`src/rtl/occ_rec_pkg.sv`:
```
package occ_rec_pkg;
  // number of slots for a value width
  function automatic int unsigned slot_count(input int unsigned val_w);
    return 32'd1 << val_w;
  endfunction

  // tally width: one extra bit so a full window of one value fits
  function automatic int unsigned tally_width(input int unsigned val_w);
    return val_w + 1;
  endfunction
endpackage

```
`src/rtl/osr_onehot.sv`:
```
module osr_onehot #(
  parameter int unsigned VAL_W = 4,
  parameter int unsigned NSLOT = 16
) (
  input  logic [VAL_W-1:0] idx,
  input  logic             en,
  output logic [NSLOT-1:0] sel
);
  for (genvar i = 0; i < NSLOT; i++) begin : g_dec
    localparam logic [VAL_W-1:0] MATCH = VAL_W'(i);
    assign sel[i] = en && (idx == MATCH);
  end
endmodule

```
`src/rtl/osr_shared_inc.sv`:
```
module osr_shared_inc #(
  parameter int unsigned NSLOT = 16,
  parameter int unsigned CW    = 5
) (
  input  logic [NSLOT-1:0]         sel,
  input  logic [NSLOT-1:0][CW-1:0] cnt_arr,
  output logic [CW-1:0]            picked,
  output logic [CW-1:0]            bumped
);
  function automatic logic [CW-1:0] plus_one(input logic [CW-1:0] c);
    return c + CW'(1);
  endfunction

  always_comb begin
    picked = '0;
    for (int i = 0; i < NSLOT; i++) begin
      picked = picked | (cnt_arr[i] & {CW{sel[i]}});
    end
  end

  assign bumped = plus_one(picked);
endmodule

```
`src/rtl/osr_slot.sv`:
```
module osr_slot #(
  parameter int unsigned VAL_W = 4,
  parameter int unsigned CW    = 5
) (
  input  logic             clk,
  input  logic             rst_n,
  input  logic             clr,
  input  logic             load,
  input  logic [VAL_W-1:0] din,
  input  logic [CW-1:0]    nxt_cnt,
  output logic [VAL_W-1:0] val_q,
  output logic [CW-1:0]    cnt_q
);
  always_ff @(posedge clk) begin
    if (!rst_n) begin
      val_q <= '0;
      cnt_q <= '0;
    end else if (clr) begin
      cnt_q <= '0;
    end else if (load) begin
      val_q <= din;
      cnt_q <= nxt_cnt;
    end
  end
endmodule

```
`src/rtl/osr_window.sv`:
```
module osr_window #(
  parameter int unsigned NSLOT = 16,
  parameter int unsigned CW    = 5
) (
  input  logic clk,
  input  logic rst_n,
  input  logic clr,
  output logic open_q,
  output logic done_q
);
  localparam logic [CW-1:0] LAST = CW'(NSLOT - 1);

  logic [CW-1:0] elapsed;
  logic          at_last;

  assign at_last = open_q && (elapsed == LAST);

  always_ff @(posedge clk) begin
    if (!rst_n) begin
      elapsed <= '0;
      open_q  <= 1'b0;
      done_q  <= 1'b0;
    end else if (clr) begin
      elapsed <= '0;
      open_q  <= 1'b1;
      done_q  <= 1'b0;
    end else begin
      done_q <= at_last;
      if (open_q) begin
        elapsed <= elapsed + CW'(1);
        if (at_last) open_q <= 1'b0;
      end
    end
  end
endmodule

```
`src/rtl/occ_recorder.sv`:
```
module occ_recorder
  import occ_rec_pkg::*;
#(
  parameter int unsigned VAL_W = 4
) (
  input  logic             clk,
  input  logic             rst_n,
  input  logic             clr,
  input  logic             wr_en,
  input  logic [VAL_W-1:0] wr_val,
  input  logic [VAL_W-1:0] rd_idx,
  output logic [VAL_W-1:0] rd_val,
  output logic [VAL_W:0]   rd_cnt,
  output logic             win_open,
  output logic             win_done
);
  localparam int unsigned NSLOT = slot_count(VAL_W);
  localparam int unsigned CW    = tally_width(VAL_W);

  logic                         wr_fire;
  logic [NSLOT-1:0]             sel_oh;
  logic [NSLOT-1:0][CW-1:0]     cnt_arr;
  logic [NSLOT-1:0][VAL_W-1:0]  val_arr;
  logic [CW-1:0]                inc_in;
  logic [CW-1:0]                inc_out;
  logic [VAL_W-1:0]             rd_idx_q;

  // write accepted only inside the window; clear wins over a write
  assign wr_fire = wr_en && win_open && !clr;

  osr_window #(.NSLOT(NSLOT), .CW(CW)) u_win (
    .clk(clk), .rst_n(rst_n), .clr(clr),
    .open_q(win_open), .done_q(win_done)
  );

  osr_onehot #(.VAL_W(VAL_W), .NSLOT(NSLOT)) u_dec (
    .idx(wr_val), .en(wr_fire), .sel(sel_oh)
  );

  osr_shared_inc #(.NSLOT(NSLOT), .CW(CW)) u_inc (
    .sel(sel_oh), .cnt_arr(cnt_arr), .picked(inc_in), .bumped(inc_out)
  );

  for (genvar i = 0; i < NSLOT; i++) begin : g_slot
    osr_slot #(.VAL_W(VAL_W), .CW(CW)) u_slot (
      .clk(clk), .rst_n(rst_n), .clr(clr),
      .load(sel_oh[i]), .din(wr_val), .nxt_cnt(inc_out),
      .val_q(val_arr[i]), .cnt_q(cnt_arr[i])
    );
  end

  always_ff @(posedge clk) begin
    if (!rst_n) rd_idx_q <= '0;
    else        rd_idx_q <= rd_idx;
  end

  assign rd_val = val_arr[rd_idx_q];
  assign rd_cnt = cnt_arr[rd_idx_q];
endmodule

```
`config.mk`:
```
export PLATFORM = sky130hd
export DESIGN_NAME = occ_recorder
export DESIGN_NICKNAME = d
export VERILOG_FILES = /design/src/rtl/occ_rec_pkg.sv /design/src/rtl/osr_onehot.sv /design/src/rtl/osr_shared_inc.sv /design/src/rtl/osr_slot.sv /design/src/rtl/osr_window.sv /design/src/rtl/occ_recorder.sv
export SDC_FILE = /design/constraint.sdc
export NUM_CORES = 1
export LEC_CHECK = 0
export BUFFER_PORTS_ARGS = -buffer_cell sky130_fd_sc_hd__buf_4
export CORE_MARGIN = 3
export CORE_UTILIZATION = 46
export CTS_CLUSTER_SIZE = 10
export DETAILED_ROUTE_END_ITERATION = 10
export PLACE_DENSITY = 0.62
export SYNTH_ARGS = -nofsm -noshare
export SYNTH_HDL_FRONTEND = slang
export SYNTH_SLANG_ARGS = --single-unit
```
`constraint.sdc`:
```
create_clock -name clk -period 3.7 [get_ports clk]
set_input_delay 0.74 -clock clk [delete_from_list [all_inputs] [get_ports clk]]
set_output_delay 0.74 -clock clk [all_outputs]
set_load 0.05 [all_outputs]
```
# Word level (Yosys, flattened, before mapping)
# Index checks and enable logic that the tools add are counted.
# classes
n_mux	7
eq_ne	16
bitwise_logic	33
reduce_logical	38
n_addsub	2
order_cmp	1
# ops
cell	count
5-bit bitwise AND	16
5-bit OR	15
4-bit == test (second input constant)	8
2-bit AND reduction	16
5-bit binary-select mux with 4-bit select	1
1-bit logical AND	19
4-bit binary-select mux with 4-bit select	1
4-bit by 3-bit == test with 1-bit output (second input constant)	4
5-bit by 1-bit adder with 5-bit output (second input constant)	2
4-bit by 2-bit == test with 1-bit output (second input constant)	2
5-bit by 4-bit == test with 1-bit output (second input constant)	1
4-bit by 5-bit less-than comparator with 1-bit output (second input constant)	1
5-bit 2-to-1 mux	1
4-bit by 1-bit == test with 1-bit output (second input constant)	1
4-bit zero test	1
4-bit 2-to-1 mux	1
1-bit 2-to-1 mux	3
1-bit NOT	2
2-bit OR reduction	1
1-bit zero test	1
# word_totals
output_inout_bits	11
reg_bits	155

# Depth between registers and ports, before layout
# depth
ltp_word	20
depth_mapped	13
mapped_depth_nobuf	8

# Cells and area by module
# A second synthesis with hierarchy kept.
# hier_totals
hier_cells	777
area_unflattened_um2	7996.4
# by_module_without_submodules
mod	instances	seq_area_each_um2	area_each_um2	cells_per_inst
osr_slot	16	180.2	360.3	36
occ_recorder	1	80.1	1282.5	88
osr_shared_inc	1	0.0	524.3	60
osr_window	1	140.1	306.5	30
osr_onehot	1	0.0	117.6	23

# Least setup slack after synthesis
# Ideal clock, no wire load.
# synth_path
path_type	reg-to-output
start	register rd_idx_q[0]
end	output port rd_cnt[0]
path_stages_with_launch	6
slack_ps	370
arrival_ps	2590
path_buffers	3
path_cell_list	dfxtp_1 -> clkbuf_1 -> clkbuf_1 -> clkbuf_1 -> mux4_2 -> mux4_2
# synth_via
elab_chain_len	2
# synth_rtl
element	line_no	text
from (decl)	occ_recorder.sv:26	logic [VAL_W-1:0] rd_idx_q;
from (signal assigned)	occ_recorder.sv:54	else rd_idx_q <= rd_idx;
5-bit binary-select mux with 4-bit select	occ_recorder.sv:58	assign rd_cnt = cnt_arr[rd_idx_q];
5-bit 2-to-1 mux (implied by the code)	occ_recorder.sv:58	
to (decl)	occ_recorder.sv:13	output logic [VAL_W:0] rd_cnt,
# Every way passes these cells. The select of a mux whose other input is x is not followed.

# Worst setup path after layout
# layout_path
start	register rd_idx_q[1]
end	output port rd_cnt[2]
# The elaborated chain is that of the path after synthesis.

==> impl_metrics.yaml <==
timing:
  rsz0062_at_grt: "false"
  fin_setup_tns_ps: 0
  hold_violations: 0
  finalCritPeriodShare_pct: 87.8
  slew_headroom_pct: 29.2
  finalSetupViolCount: 0
  clock.fmax_mhz: 308
  clock-skew-final_ps: 7.64
  fin_hold_ws_ps: 463
  fin_ws_ps: 452
  drv_slew: 0
  worst_slew_pin_slew_ps: 1060
  min_period_ps: 3250
setup_path:
  startpoint: "rd_idx_q[1]"
  r2r_cells: 10
  cp_common_cell: "mux4_2"
  crit_buf_inv: 2
  crit_path_max_fanout: 21
  cpMaxStageDelayCell: "dfxtp_2"
  endpoint_kind: "output pin"
  critPathRequiredTime_ps: 2960
  crit_type: "flop to output pin"
  path_cells: "buf_12, mux4_2, mux4_2, buf_4"
  r2r-start: "u_win.open_q"
  crit_family: "multiplexers"
  cp_data_arrival_time_ps: 2510
  crit_cells: 4
  crit_end: "rd_cnt[2]"
  worstReg2RegEnd: "g_slot[5].u_slot.cnt_q[4]"
  crit_path_max_incr_delay_ps: 550
  worst_setup_path_start_kind: "flop"
  reg2reg_slack_ps: 850
route:
  first_iter_violations: 618
  post_drt_wl_per_cell_um: 22.1
  remaining_drc_errors: 0
  vias_per_cell: 6.25
  routed_wl_mm: 21.1
  first_pass_iters: 7
  vias: 5963
  postRouteAntennaNets: 0
synth:
  synth_flop_cell: "dfxtp_1"
  synth-edff-count: 0
  avgSynthCellArea_um2: 10.1
  ys_warn_count: 0
  async_flop_share_pct: 0
  synth.distinct_cells: 58
  synth-seq-cells: 155
  synth_nets: 738
  syn_area_mm2: 0.00730
  ys_seq_area_share_pct: 42.5
  synthCells: 723
floorplanning:
  start_util_pct: 47.5
  pin_count: 23
  rows: 45
  die_width_um: 132
  core-area_mm2: 0.0154
  die_area_mm2: 0.0174
  die_y_um: 132
clocking:
  cts_made_buffers: 17
  cts_root_buf: "clkbuf_16"
  cts_tree: "built"
  cts_setup_buffers: 0
  htree_levels: 4
  clk_pin_slew_ps: 70
  holdBufCountCts: 0
  clk-insertion-delay-late_ps: 430
  cts_resized: 0
  cts_sinks: 155
  cts_buffer_depth: 2
pwr:
  power.leakage_nw: 2.95
  power.density_mw_per_mm2: 430
  ir_drop_mv: 0.362
flow_run:
  drv_cap: 0
cells_and_area:
  mostFrequentLayoutCells: "dfxtp_1, nand2_1, buf_4"
  final_common_cell: "dfxtp_1"
  nets: 745
  finalInstanceArea_mm2: 0.00826
  nFillCells: 1397
  regArea_mm2: 0.00311
  drive_gt1_share_pct: 21.0
  area_delta_synth_final_pct: 13.2
  antennaDiodeCount: 0
  multi_input_area_mm2: 0.00386
global_routing:
  grtUsageMet3_pct: 5.61
  grt_overflow: 0
  grt_use_total_pct: 24.5
  grt_pass1_vias: 5765
  busiest_layer: "met2"
  grt_max_degree: 72
  use_met1_pct: 33.9
  use_met2_pct: 36.7
  grt_pass1_wl_mm: 33.3
  antenna_found_initial: 0
placement:
  hpwl_mm: 14.3
  pre_cts_slack_ps: 452
  placed_cell_area_mm2: 0.00769
  portBuffers: 22
  routabilityCongestion: 0.952
min_path:
  min_path_type: "flop to flop"
run_status:
  status: "finished, final reports clean"
synth_stat cells, types with 2 or more instances:
library cell | instances | area share, %
dfxtp_1 | 155 | 43
o21ai_1 | 2 | 0.14
nand3b_1 | 9 | 0.93
a21boi_0 | 2 | 0.21
buf_1 | 7 | 0.36
and2_1 | 5 | 0.43
mux2_2 | 7 | 1.1
o221ai_1 | 2 | 0.24
mux4_2 | 48 | 15
nor3_2 | 3 | 0.41
mux2i_1 | 11 | 1.5
a221oi_1 | 2 | 0.24
inv_1 | 7 | 0.36
xnor2_1 | 13 | 1.6
nand2_1 | 81 | 4.2
o21a_1 | 29 | 3.0
clkbuf_1 | 39 | 2.0
buf_6 | 5 | 0.77
a22oi_1 | 5 | 0.51
xor2_1 | 7 | 0.84
a22o_1 | 2 | 0.24
nor2_1 | 37 | 1.9
a21oi_1 | 36 | 2.5
a211o_1 | 2 | 0.24
buf_4 | 4 | 0.41
and3_1 | 39 | 3.3
o31ai_1 | 14 | 1.4
o2bb2ai_1 | 2 | 0.24
o211ai_1 | 2 | 0.21
nand4_1 | 7 | 0.60
ha_1 | 3 | 0.51
a311o_1 | 15 | 2.1
nor4_1 | 24 | 2.1
nand2b_1 | 3 | 0.26
a211oi_1 | 3 | 0.31
nor2b_1 | 8 | 0.69
nor3b_1 | 2 | 0.21
nor3_1 | 10 | 0.69
buf_2 | 10 | 0.69
nand3_1 | 37 | 2.5
or2_2 | 2 | 0.17
o21ai_0 | 6 | 0.41
kinds of logic (layout without fill, tap and decap cells):
family / count (synthesis) / in the layout / share of synthesized area (%)
DFF: 155 / 155 / 42.5
buffers and inverters: 73 / 93 / 4.66
and+or+nand+nor: 275 / 275 / 19.7
xor gates and xnor gates: 21 / 21 / 2.62
adders and majority gates: 3 / 3 / 0.514
muxes: 66 / 66 / 17.4
AOI/OAI and AO/OA: 130 / 130 / 12.6
where the power goes:
part | switching [mW] | internal (mW)
clock network | 0.787 | 0.896
logic | 0.117 | 0.0641
registers | 0.0160 | 1.67
cell type report:
cell class | count | area share (%)
timing repair buffer | 54 | 5.21
multi-input combinational | 495 | 46.7
inverter | 7 | 0.318
clock inverter | 15 | 1.80
tap | 211 | 3.20
clock buffer | 17 | 5.15
sequential | 155 | 37.6
worst reg2reg max path, cell delays in order (launching register included):
cell and delay, ps:
dfxtp_1 620, nand3b_1 300, nor2_1 260, buf_4 170, a221o_1 150, a31o_2 190
ha_1 220, and3_1 170, buf_4 220, nor4_1 100, a311o_1 360
state kept, by name (all words and copies together), names as in the netlist:
register	flops
u_win.open_q	1
u_win.elapsed	5
g_slot.u_slot.val_q	64
g_slot.u_slot.cnt_q	80
u_win.done_q	1
rd_idx_q	4
worst min-delay path by stage:
| stage | start | to | depth (start not counted) |
|---|---|---|---|
| 2_1_floorplan | g_slot[2].u_slot.val_q[1] | g_slot[2].u_slot.val_q[1] | 2 |
| 4_1_cts | g_slot[2].u_slot.val_q[1] | g_slot[2].u_slot.val_q[1] | 2 |
| 5_1_grt | g_slot[13].u_slot.val_q[3] | g_slot[13].u_slot.val_q[3] | 1 |
| 3_3_place_gp | g_slot[10].u_slot.val_q[3] | g_slot[10].u_slot.val_q[3] | 1 |
| 6_report | g_slot[2].u_slot.val_q[1] | g_slot[2].u_slot.val_q[1] | 2 |
| 3_5_place_dp | g_slot[7].u_slot.val_q[2] | g_slot[7].u_slot.val_q[2] | 1 |
metal layers:
metal | vias up | wire (µm)
met5 | - | 0
met4 | 0 | 921
met3 | 59 | 1520
met2 | 275 | 9390
met1 | 2923 | 9280
li1 | 2706 | -
through the flow:
step / cells / power (mW) / util (%)
final: 954 / 3.55 / 53.8
after global routing: 954 / 3.68 / 53.8
after CTS: 954 / 3.58 / 53.8
after detailed placement: 922 / 1.91 / 50.0
after global placement: 922 / 1.90 / 50.0
after floorplan: 723 / 1.85 / -
Note: power is estimated with default switching activity, not from simulation.
